==> src/rtl/blkxfer_pkg.sv <==
package blkxfer_pkg;

    typedef enum logic [1:0] {
        ST_IDLE,
        ST_XFER,
        ST_DONE
    } xfer_state_e;

    function automatic logic [4:0] count_ones16(input logic [15:0] v);
        logic [4:0] acc;
        acc = '0;
        for (int i = 0; i < 16; i++) begin
            acc = acc + 5'(v[i]);
        end
        return acc;
    endfunction

endpackage

==> src/rtl/blkxfer_pick.sv <==
module blkxfer_pick #(
    parameter int NREG = 16,
    localparam int IDXW = $clog2(NREG)
) (
    input  logic [NREG-1:0] vec,
    output logic [IDXW-1:0] idx,
    output logic            only
);
    logic [NREG-1:0] rest;

    always_comb begin
        idx = '0;
        for (int i = NREG - 1; i >= 0; i--) begin
            if (vec[i]) begin
                idx = IDXW'(i);
            end
        end
    end

    assign rest = vec & (vec - NREG'(1));
    assign only = (rest == '0);

endmodule

==> src/rtl/blkxfer_addr.sv <==
module blkxfer_addr #(
    parameter int AW   = 32,
    parameter int CNTW = 5,
    parameter int WSH  = 2
) (
    input  logic [AW-1:0]   base,
    input  logic [CNTW-1:0] cnt,
    input  logic            up,
    input  logic            pre,
    output logic [AW-1:0]   first_addr,
    output logic [AW-1:0]   end_base
);
    localparam logic [AW-1:0] STEP = AW'(1) << WSH;

    logic [AW-1:0] span;
    logic [AW-1:0] floor_addr;

    assign span       = AW'(cnt) << WSH;
    assign floor_addr = base - span;

    always_comb begin
        if (up) begin
            first_addr = pre ? base + STEP : base;
            end_base   = base + span;
        end else begin
            first_addr = pre ? floor_addr : floor_addr + STEP;
            end_base   = floor_addr;
        end
    end

endmodule

==> src/rtl/blkxfer_seq.sv <==
module blkxfer_seq
    import blkxfer_pkg::*;
#(
    parameter int NREG = 16,
    parameter int AW   = 32,
    parameter int WSH  = 2,
    localparam int IDXW = $clog2(NREG),
    localparam int CNTW = $clog2(NREG + 1)
) (
    input  logic            clk,
    input  logic            rst_n,
    input  logic            start_i,
    input  logic [NREG-1:0] mask_i,
    input  logic [AW-1:0]   base_i,
    input  logic            up_i,
    input  logic            pre_i,
    input  logic            wb_i,
    input  logic            load_i,
    input  logic            ready_i,
    output logic            req_o,
    output logic [AW-1:0]   req_addr_o,
    output logic [IDXW-1:0] req_idx_o,
    output logic            req_load_o,
    output logic            busy_o,
    output logic            done_o,
    output logic            wb_en_o,
    output logic [AW-1:0]   wb_base_o,
    output logic            pc_load_o
);
    localparam logic [AW-1:0] STEP = AW'(1) << WSH;

    xfer_state_e state_q, state_d;

    logic [NREG-1:0] left_q;
    logic [AW-1:0]   addr_q;
    logic [AW-1:0]   endb_q;
    logic            wb_q;
    logic            load_q;
    logic            pc_q;

    logic [CNTW-1:0] cnt;
    logic [AW-1:0]   first_addr;
    logic [AW-1:0]   end_base;
    logic [IDXW-1:0] cur_idx;
    logic            last_one;
    logic            accept;
    logic            launch;

    assign cnt = CNTW'(count_ones16(16'(mask_i)));

    blkxfer_addr #(.AW(AW), .CNTW(CNTW), .WSH(WSH)) u_addr (
        .base       (base_i),
        .cnt        (cnt),
        .up         (up_i),
        .pre        (pre_i),
        .first_addr (first_addr),
        .end_base   (end_base)
    );

    blkxfer_pick #(.NREG(NREG)) u_pick (
        .vec  (left_q),
        .idx  (cur_idx),
        .only (last_one)
    );

    assign launch = (state_q == ST_IDLE) && start_i;
    assign accept = (state_q == ST_XFER) && ready_i;

    // next-state decision
    always_comb begin
        state_d = state_q;
        unique case (state_q)
            ST_IDLE: if (start_i) state_d = (mask_i == '0) ? ST_DONE : ST_XFER;
            ST_XFER: if (ready_i && last_one) state_d = ST_DONE;
            ST_DONE: state_d = ST_IDLE;
            default: state_d = ST_IDLE;
        endcase
    end

    // state register
    always_ff @(posedge clk) begin
        if (!rst_n) begin
            state_q <= ST_IDLE;
        end else begin
            state_q <= state_d;
        end
    end

    // operation context
    always_ff @(posedge clk) begin
        if (!rst_n) begin
            left_q <= '0;
            addr_q <= '0;
            endb_q <= '0;
            wb_q   <= 1'b0;
            load_q <= 1'b0;
            pc_q   <= 1'b0;
        end else if (launch) begin
            left_q <= mask_i;
            addr_q <= first_addr;
            endb_q <= end_base;
            wb_q   <= wb_i;
            load_q <= load_i;
            pc_q   <= load_i & mask_i[NREG-1];
        end else if (accept) begin
            left_q <= left_q & (left_q - NREG'(1));
            addr_q <= addr_q + STEP;
        end
    end

    // outputs decoded from state
    always_comb begin
        req_o      = 1'b0;
        busy_o     = 1'b1;
        done_o     = 1'b0;
        wb_en_o    = 1'b0;
        pc_load_o  = 1'b0;
        req_addr_o = addr_q;
        req_idx_o  = cur_idx;
        req_load_o = load_q;
        wb_base_o  = endb_q;
        unique case (state_q)
            ST_IDLE: busy_o = 1'b0;
            ST_XFER: req_o  = 1'b1;
            ST_DONE: begin
                done_o    = 1'b1;
                wb_en_o   = wb_q;
                pc_load_o = pc_q;
            end
            default: busy_o = 1'b0;
        endcase
    end

endmodule

==> config.mk <==
export PLATFORM = sky130hd
export DESIGN_NAME = blkxfer_seq
export DESIGN_NICKNAME = d
export VERILOG_FILES = /design/src/rtl/blkxfer_pkg.sv /design/src/rtl/blkxfer_pick.sv /design/src/rtl/blkxfer_addr.sv /design/src/rtl/blkxfer_seq.sv
export SDC_FILE = /design/constraint.sdc
export NUM_CORES = 1
export LEC_CHECK = 0
export BUFFER_PORTS_ARGS = -buffer_cell sky130_fd_sc_hd__buf_2
export CAP_MARGIN = 30
export CORE_MARGIN = 2
export CORE_UTILIZATION = 45
export CTS_CLUSTER_SIZE = 40
export DETAILED_ROUTE_END_ITERATION = 10
export GPL_TIMING_DRIVEN = 0
export PLACE_DENSITY = 0.65
export SLEW_MARGIN = 0
export SYNTH_ARGS = -nofsm -noshare
export SYNTH_HDL_FRONTEND = slang
export SYNTH_HIERARCHICAL = 1
export SYNTH_SLANG_ARGS = --single-unit
==> constraint.sdc <==
create_clock -name clk -period 8.1 [get_ports clk]
set_input_delay 1.215 -clock clk [delete_from_list [all_inputs] [get_ports clk]]
set_output_delay 1.215 -clock clk [all_outputs]
set_load 0.01 [all_outputs]
==> metrics.md <==
| Metric | Value |
|---|---|
| Outcome | finished clean |
| Peak supply drop | 0.1894 mV |
| Syn Inst Count | 1062 |
| Initial antenna violation count | 0 |
| Post-synthesis mux area share | 1.463% |
| Fill cell count | 1711 |
| Power density cells | 241.5 nW/um2 |
| Syn Nets | 1152 |
| Max Cap Viol | 0 |
| Placed Area | 8542 um2 |
| Die area | 18160 um2 |
| WP data required | 8370 ps |
| Port Buffers | 113 |
| Layout Utilization | 53.47% |
| Max Clock Skew | 12.15 ps |
| Final instance area | 8899 um2 |
| Max stage delay on crit path | 570 ps |
| DR vias/cell | 6.008 |
| Clock-pin slew of the registers on the worst-case setup and hold paths | 70 ps |
| Rows | 47 |
| Final Critical Period | 7816 ps |
| CP arrival | 8090 ps |
| CP dominant cell by count | fa_1 |
| Initial DRC Count | 940 |
| Max-slew headroom | 48.05% |
| Root buffer cell | clkbuf_16 |
| Post-synthesis async set-or-reset flop share | 0% |
| CTS tree | yes |
| Final Hold Viols | 0 |
| Avg Cell Area, Syn | 7.247 um2 |
| CTS Hold Buffers Added | 0 |
| Post-Synth XOR/XNOR Area | 11.15% |
| Number of distinct library cells after synthesis | 75 |
| Die width | 134.8 um |
| CTS Buf Count | 9 |
| Nets | 1277 |
| Yosys reg bits | 85 |
| Crit path max fanout | 10 |
| Synth-to-layout area growth | 15.62% |
| Crit end category | flip-flop |
| Final wirelength | 25840 um |
| Die height | 134.8 um |
| Largest net degree at the start of global routing | 17 |
| Synth area leader | dfxtp_1 |
| Layout cells sized above 1 | 14.68% |
| Wire length of the first global-routing pass | 41180 um |
| Startpoint Class | input pin |
| Slew @ Worst Pin | 779.2 ps |
| Yosys warns | 6 |
| CP top delay family | adder cells |
| Final setup viols | 0 |
| Core area | 16640 um2 |
| Hold_ws | 451.0 ps |
| Fin. max-slew vios | 0 |
| Post-Synthesis Cell Area | 7696 um2 |
| Compound-cell area share of the yosys netlist | 22.01% |
| Total global routing overflow | 0 |
| Post-DP HPWL | 19890 um |
| Crit path kind | input pin to flip-flop |
| I/O pin total | 130 |
| N_diodes | 0 |
| Synth area leaders | dfxtp_1 (22%), nand2_1 (7.5%), xnor2_1 (6.7%), a21oi_1 (5.7%), xor2_1 (4.4%) |
| # clock sinks | 85 |
| DRC errors left | 0 |
| Static Leakage | 3.385 nW |
| H-tree depth | 3 |
| Adder-cell share of the synthesized area | 6.698% |
| Overall power | 2.149 mW |
| Initial Util | 46.24% |
| Detail Route Antenna Nets | 0 |
| Hold crit path type | flip-flop to flip-flop |
| CP max stage cell | fa_1 |
| Number of global-route vias before repair | 7663 |
| All-layer global routing usage | 28.52% |
| Fmax | 0.1279 GHz |
| Fin crit share | 96.49% |
| Post-synth EDFFs | 0 |
| Via count | 8483 |
| Clock Tree Buf Depth | 2 |
| Detailed Routing Iterations Pass 1 | 6 |
| Simple-gate share of the synthesized area | 29.85% |
| Main combinational cell family by area after synthesis | simple AND/OR/NAND/NOR gates |
| Register area share after synthesis | 22.11% |
| Placer Congestion | 0.9670 |
| Synth top area share | 22.11% |
| Worst-skew pair later-pin latency | 360 ps |
| Synth Flop Type | dfxtp_1 |
| Buffers and inverters on the worst path | 7 |
| DR WL/cell | 18.30 um |
-- layout make-up --
type,instances,area [um2],area share [%]
timing repair buffer,115,578.1,6.496
buffer,76,340.3,3.825
tap,220,275.3,3.093
clock buffer,9,225.2,2.531
multi-input combinational,854,5500,61.81
sequential,85,1702,19.12
inverter,46,172.7,1.940
clock inverter,7,105.1,1.181
-- layout by cell type, fill, tap and decap left out, types with 7 or more instances in the layout --
master | netlist | layout
xor2_1 | 39 | 39
or3_1 | 17 | 17
a211oi_1 | 8 | 8
nor4_1 | 19 | 19
nor2_1 | 58 | 58
and3_1 | 10 | 10
nor2b_1 | 7 | 7
a31oi_1 | 20 | 20
clkbuf_16 | 0 | 9
o22ai_1 | 11 | 11
nand2b_1 | 8 | 8
or2_2 | 7 | 7
nand3_1 | 45 | 44
nand4_1 | 16 | 16
buf_2 | 8 | 122
inv_1 | 44 | 44
a21oi_1 | 88 | 88
nand2_1 | 154 | 154
o21a_1 | 7 | 7
mux2i_1 | 9 | 9
nor3_1 | 28 | 28
clkbuf_1 | 54 | 53
o21ai_0 | 62 | 60
or4_1 | 24 | 24
xnor2_1 | 59 | 59
o31ai_1 | 19 | 19
fa_1 | 12 | 12
dfxtp_1 | 85 | 85
ha_1 | 22 | 22
buf_1 | 7 | 7
and2_1 | 12 | 12
-- cells by family (layout without fill, tap and decap cells) --
group / count (synthesis) / count (layout)
buffers and inverters: 123 / 253
adders and majority gates: 34 / 34
DFF: 85 / 85
muxes: 10 / 10
AOI/OAI and AO/OA: 272 / 272
and+or+nand+nor: 440 / 440
xor gates and xnor gates: 98 / 98
-- flip-flops by register name (all words and copies together) (netlist names) --
| name | count |
|---|---|
| wb_q | 1 |
| wb_base_o | 32 |
| state_q | 2 |
| req_addr_o | 32 |
| req_load_o | 1 |
| left_q | 16 |
| pc_q | 1 |
-- worst register-to-register path: cells and delay by family, from the launching register on --
kind / cells / cell delay, ps
AO/OA/AOI/OAI: 2 / 420
flip-flops: 1 / 320
buffers and inverters: 3 / 660
AND/OR/NAND/NOR: 2 / 830
adder cells (fa/ha/maj): 1 / 370
-- synthesized netlist by cell type (24+ instances only) --
| cell type | n |
|---|---|
| nand2_1 | 154 |
| xor2_1 | 39 |
| nand3_1 | 45 |
| nor3_1 | 28 |
| or4_1 | 24 |
| clkbuf_1 | 54 |
| a21oi_1 | 88 |
| o21ai_0 | 62 |
| dfxtp_1 | 85 |
| xnor2_1 | 59 |
| inv_1 | 44 |
| nor2_1 | 58 |
-- final timing paths --
path	from	to	slack, ps	depth (start not counted)
setup / recovery	mask_i[5]	req_addr_o[31]	280	26
hold / removal	wb_base_o[22]	wb_base_o[22]	450	2
setup reg to reg	state_q[1]	req_addr_o[23]	5370	8
hold reg to reg	wb_base_o[22]	wb_base_o[22]	450	2
-- power breakdown --
part / total (mW) / internal, mW / switching, mW
logic: 1.13 / 0.450 / 0.682
registers: 0.538 / 0.476 / 0.0623
clock network: 0.478 / 0.276 / 0.203
total: 2.15 / 1.20 / 0.947
-- through the flow --
step	instances	setup slack (ps)	setup TNS (ps)
final	1412	284.4	0
after global routing	1412	-21.93	-21.93
after CTS	1412	59.48	0
after detailed placement	1396	-394.1	-1435
after global placement	1395	-424.4	-2645
after floorplan	1062	484.9	0
-- timing repair --
action | CTS | global route
resized for setup | 1 | 5
buffers inserted | 0 | 1
endpoints found under the setup margin | 2 | 15
pin swaps | 0 | 1
gates cloned | 0 | 0
-- metal layers --
| metal | up-vias | part of all wire [%] | GRT usage, % |
|---|---|---|---|
| met3 | 60 | 8.4 | 3.979 |
| met4 | 0 | 3.3 | 11.64 |
| met5 | - | 0 | 0 |
| met2 | 430 | 42 | 41.85 |
| li1 | 4067 | - | - |
| met1 | 3926 | 46 | 41.83 |
Note: power is estimated with default switching activity, not from simulation.
